--- src/rtl/dm_prescaler.sv ---
module dm_prescaler #(
  parameter int NCELL = 3,
  parameter logic [NCELL-1:0] FIXED_STRETCH = 3'b110
) (
  input  logic clk_i,
  input  logic rst_i,
  input  logic mc_i,
  output logic pulse_o,
  output logic div_clk_o
);

  function automatic int nominal_len();
    int s;
    s = 2 ** (NCELL + 1);
    for (int i = 0; i < NCELL; i++)
      if (FIXED_STRETCH[i]) s += 2 ** i;
    return s;
  endfunction

  localparam int NOMINAL = nominal_len();
  localparam int GW = $clog2(NOMINAL + 2);

  logic [NCELL:0]   tick;
  logic [NCELL-1:0] stretch_sel;
  logic             half_q;
  logic             frame;

  assign tick[0]     = 1'b1;
  assign stretch_sel = FIXED_STRETCH | NCELL'(mc_i);
  assign frame       = tick[NCELL] & half_q;

  for (genvar i = 0; i < NCELL; i++) begin : g_cell
    logic [1:0] cnt_q;
    logic       long_q;
    logic       wrap;

    assign wrap        = long_q ? (cnt_q == 2'd2) : (cnt_q == 2'd1);
    assign tick[i+1]   = tick[i] & wrap;

    always_ff @(posedge clk_i) begin
      if (rst_i) begin
        cnt_q  <= '0;
        long_q <= stretch_sel[i];
      end else if (tick[i]) begin
        if (wrap) begin
          cnt_q  <= '0;
          long_q <= frame & stretch_sel[i];
        end else begin
          cnt_q <= cnt_q + 2'd1;
        end
      end
    end

    p_cnt_bound_r1: assert property (@(posedge clk_i) disable iff (rst_i)
      cnt_q != 2'd3);

    // a cell only takes a long period when it wraps at a frame boundary
    p_long_at_frame_r4: assert property (@(posedge clk_i) disable iff (rst_i)
      (tick[i] & wrap & ~frame) |=> !long_q);
  end

  always_ff @(posedge clk_i) begin
    if (rst_i) begin
      half_q  <= 1'b0;
      pulse_o <= 1'b0;
    end else begin
      if (tick[NCELL]) half_q <= ~half_q;
      pulse_o <= frame;
    end
  end

  assign div_clk_o = half_q;

  logic [GW-1:0] gap_q;
  logic          mcf_q;

  always_ff @(posedge clk_i) begin
    if (rst_i || frame) begin
      gap_q <= '0;
      mcf_q <= mc_i;
    end else begin
      gap_q <= gap_q + 1'b1;
    end
  end

  // frame length follows the sampled modulus
  p_frame_len_r1: assert property (@(posedge clk_i) disable iff (rst_i)
    frame |-> (gap_q == GW'(NOMINAL - 1) + GW'(mcf_q)));

  p_no_early_frame_r2: assert property (@(posedge clk_i) disable iff (rst_i)
    (gap_q < GW'(NOMINAL - 1)) |-> !frame);

  p_pulse_width_r3: assert property (@(posedge clk_i) disable iff (rst_i)
    pulse_o |=> !pulse_o);

  p_div_fall_r6: assert property (@(posedge clk_i) disable iff (rst_i)
    $fell(div_clk_o) |-> pulse_o);

endmodule

--- config.mk ---
export PLATFORM = sky130hd
export DESIGN_NAME = dm_prescaler
export DESIGN_NICKNAME = d
export VERILOG_FILES = /design/src/rtl/dm_prescaler.sv
export SDC_FILE = /design/constraint.sdc
export NUM_CORES = 1
export LEC_CHECK = 0
export CELL_PAD_IN_SITES_DETAIL_PLACEMENT = 0
export CELL_PAD_IN_SITES_GLOBAL_PLACEMENT = 2
export CORE_UTILIZATION = 34
export DETAILED_ROUTE_END_ITERATION = 8
export DONT_BUFFER_PORTS = 1
export PLACE_DENSITY = 0.79
export RECOVER_POWER = 100
export SETUP_SLACK_MARGIN = 0.1
export SLEW_MARGIN = 20
export SYNTH_ARGS = -nofsm -noshare
export SYNTH_HDL_FRONTEND = slang
export SYNTH_SLANG_ARGS = --single-unit
--- constraint.sdc ---
create_clock -name clk_i -period 2 [get_ports clk_i]
set_clock_uncertainty 0.1 [all_clocks]
set_input_delay 0.4 -clock clk_i [delete_from_list [all_inputs] [get_ports clk_i]]
set_output_delay 0.4 -clock clk_i [all_outputs]
set_load 0.05 [all_outputs]
==> flow_summary_export.csv <==
group,metric,value,unit
logic_synthesis,ys_ff_latch,11,
finish,antennaDiodeCount,0,
logic_synthesis,netlist_instances,50,
place,gp_congestion,0.730,
route,final_antenna_net_count,0,
timing,hold_viol,0,
route,avgViaCountPerCell,5.22,
worst_setup_path,end_kind,"flop",
worst_setup_path,critPathKind,"flop to flop",
worst_setup_path,path_buf_inv,1,
worst_setup_path,cp.required,2.06,ns
finish,final_net_count,58,
cts,cts_buffer_depth,2,
cts,numCtsBuffers,3,
global_routing,grt_antenna_before_repair,0,
cts,tritoncts,"built",
power,total_power,417,µW
cts,cts-hold-fix-buffers,0,
worst_setup_path,reg2reg_depth,5,
worst_setup_path,cp-start-kind,"flop",
route,first_pass_iters,4,
logic_synthesis,avgSynthCellArea,9.48,µm²
global_routing,grt_use_met1,14.3,%
cts,htree_levels,1,
cts,cts_sinks,11,
worst_setup_path,crit_path_max_incr_delay,0.44,ns
timing,tns,0,ns
worst_setup_path,worstPathCellList,"or3b_1, a222oi_1, buf_4, xnor2_1, nor2_1",
floorplanning,core_area,1300,µm²
global_routing,overflow,0,
logic_synthesis,syn-cell-area,474,µm²
route,wl,787,µm
floorplanning,num_rows,13,
place,dp_hpwl,574,µm
place,place_area,497,µm²
power,ir_worst_vdd,0.440,mV
cts,clk_latency,0.26,ns
timing,rsz0062_at_grt,"no",
route,drt_iter0_markers,5,
finish,postLayoutCellArea,520,µm²
floorplanning,die_area,1550,µm²
floorplanning,die_width,39.3,µm
global_routing,top_usage_layer,"met2",
cts,cts_root_buf,"clkbuf_4",
finish,mostFrequentLayoutCell,"dfxtp_1",
global_routing,grt_pass1_vias,321,
route,wl_per_cell,11.4,µm
global_routing,grt_use_total,13.0,%
logic_synthesis,yosysUniqueCellTypes,25,
run,maxCapViolCount,0,
worst_setup_path,critPathMaxFanout,4,
global_routing,gr-usage-met3,9.09,%
route,vias,360,
power,power_density,802,nW/µm²
global_routing,grt_pass1_wl,1.26,mm
worst_hold_path,worstHoldStart,"rst_i",
worst_setup_path,arrival,1.91,ns
cts,ctsResizeCount,0,
worst_setup_path,reg2reg_slack,0.14,ns
global_routing,grtUsageMet2,17.9,%
worst_setup_path,rr_endpoint,"div_clk_o",
worst_setup_path,r2r-start,"g_cell[0].long_q",
cts,postCtsSetupRepairBufs,0,
finish,drive_gt1_share,9.26,%
status,status,"finished, final reports clean",
floorplanning,ios,5,
logic_synthesis,synth_nets,53,
timing,min_period_over_period,92.8,%
floorplanning,die_h,39.3,µm
place,io_buffers,0,
timing,setup_viol,0,
worst_hold_path,hold_path.class,"primary input to flop",
power,p_leak,0.000184,µW
floorplanning,start_util,36.4,%
timing,worstMarginPinSlew,0.584,ns
worst_setup_path,cp-endpoint,"div_clk_o",
logic_synthesis,ys_warn_count,0,
timing,post-route-min-period,1.86,ns
worst_setup_path,path_delay_family,"simple AND/OR/NAND/NOR gates",
route,drc_errors,0,
timing,slew_headroom,61.0,%
timing,clock.fmax,539,MHz
worst_setup_path,cpMaxStageDelayCell,"edfxtp_1",
timing,drv_slew,0,
finish,syn_to_final_growth,9.76,%
cts,clk_pin_slew,0.07,ns
global_routing,grt_max_degree,11,
worst_setup_path,worst-path-stages,5,
logic_synthesis,ys_seq_area_share,48.5,%
finish,layout_common_cells,"dfxtp_1, nor2_1, nand3b_1, nand2_1, a21oi_1",
worst_setup_path,critPathLaunch,"g_cell[0].long_q",
how the worst min path moves through the flow:
stage / endpoint / slack [ns] / cells past startpoint
final: g_cell[0].cnt_q[1] / 0.1 / 1
after global routing: g_cell[0].cnt_q[1] / 0.08 / 1
after CTS: g_cell[0].cnt_q[1] / 0.09 / 1
after detailed placement: g_cell[1].cnt_q[1] / 0.37 / 2
after global placement: g_cell[0].cnt_q[0] / 0.34 / 1
after floorplan: g_cell[0].cnt_q[0] / 0.33 / 1
power by group:
group | internal, µW | switching, µW
clock network | 76.9 | 66.0
registers | 233 | 11.1
logic | 16.7 | 13.4
total | 327 | 90.5
cell families after synthesis:
family / Yosys count / share of synthesized area [%]
AO/OA/AOI/OAI: 11 / 15.0
XOR/XNOR: 2 / 3.69
buffers and inverters: 3 / 2.37
flip-flops: 11 / 48.5
multiplexers: 1 / 2.11
AND/OR/NAND/NOR: 22 / 28.2
layer usage:
layer	wire length (µm)	vias to the layer above
li1	-	190
met1	375	159
met2	359	9
met3	43	2
met4	8	0
met5	0	-
area by class of cell:
cell class              count  area (µm²)
flip-flops and latches     11         230
fillers                   142         781
clock buffers               4        26.3
multi-input cells          36         230
well taps                  15        18.8
repair buffers              1        7.51
inverters                   2        7.51
Yosys cell counts (all sizes together):
master	count	area, µm²
dfxtp	10	200
nor2	5	18.8
a21oi	4	20.0
nand2	4	15.0
nand3b	4	30.0
or3b	3	28.8
inv	2	7.51
nand4b	2	17.5
o21ai	2	10.0
xnor2	2	17.5
a222oi	1	10.0
a22oi	1	7.51
a2bb2o	1	10.0
clkbuf	1	3.75
edfxtp	1	30.0
mux2i	1	10.0
nand2b	1	6.26
nor2b	1	6.26
nor3	1	5.00
o21a	1	7.51
o22ai	1	6.26
or2	1	6.26
stage by stage:
step           setup WS [ns]  std cells  util (%)  hold WS (ns)
3_3_place_gp           0.241         65      38.2         0.343
3_5_place_dp           0.200         65      38.2         0.371
4_1_cts                0.191         69      40.2        0.0922
5_1_grt               0.0795         69      40.0        0.0823
6_report               0.144         69      40.0        0.0976
2_1_floorplan          0.163         50         -         0.329
flip-flops by register name (all words and copies together), names as in the netlist:
signal,flops
pulse_o,1
g_cell.cnt_q,6
g_cell.long_q,3
div_clk_o,1
No activity file was read; power rests on OpenSTA's default activity.
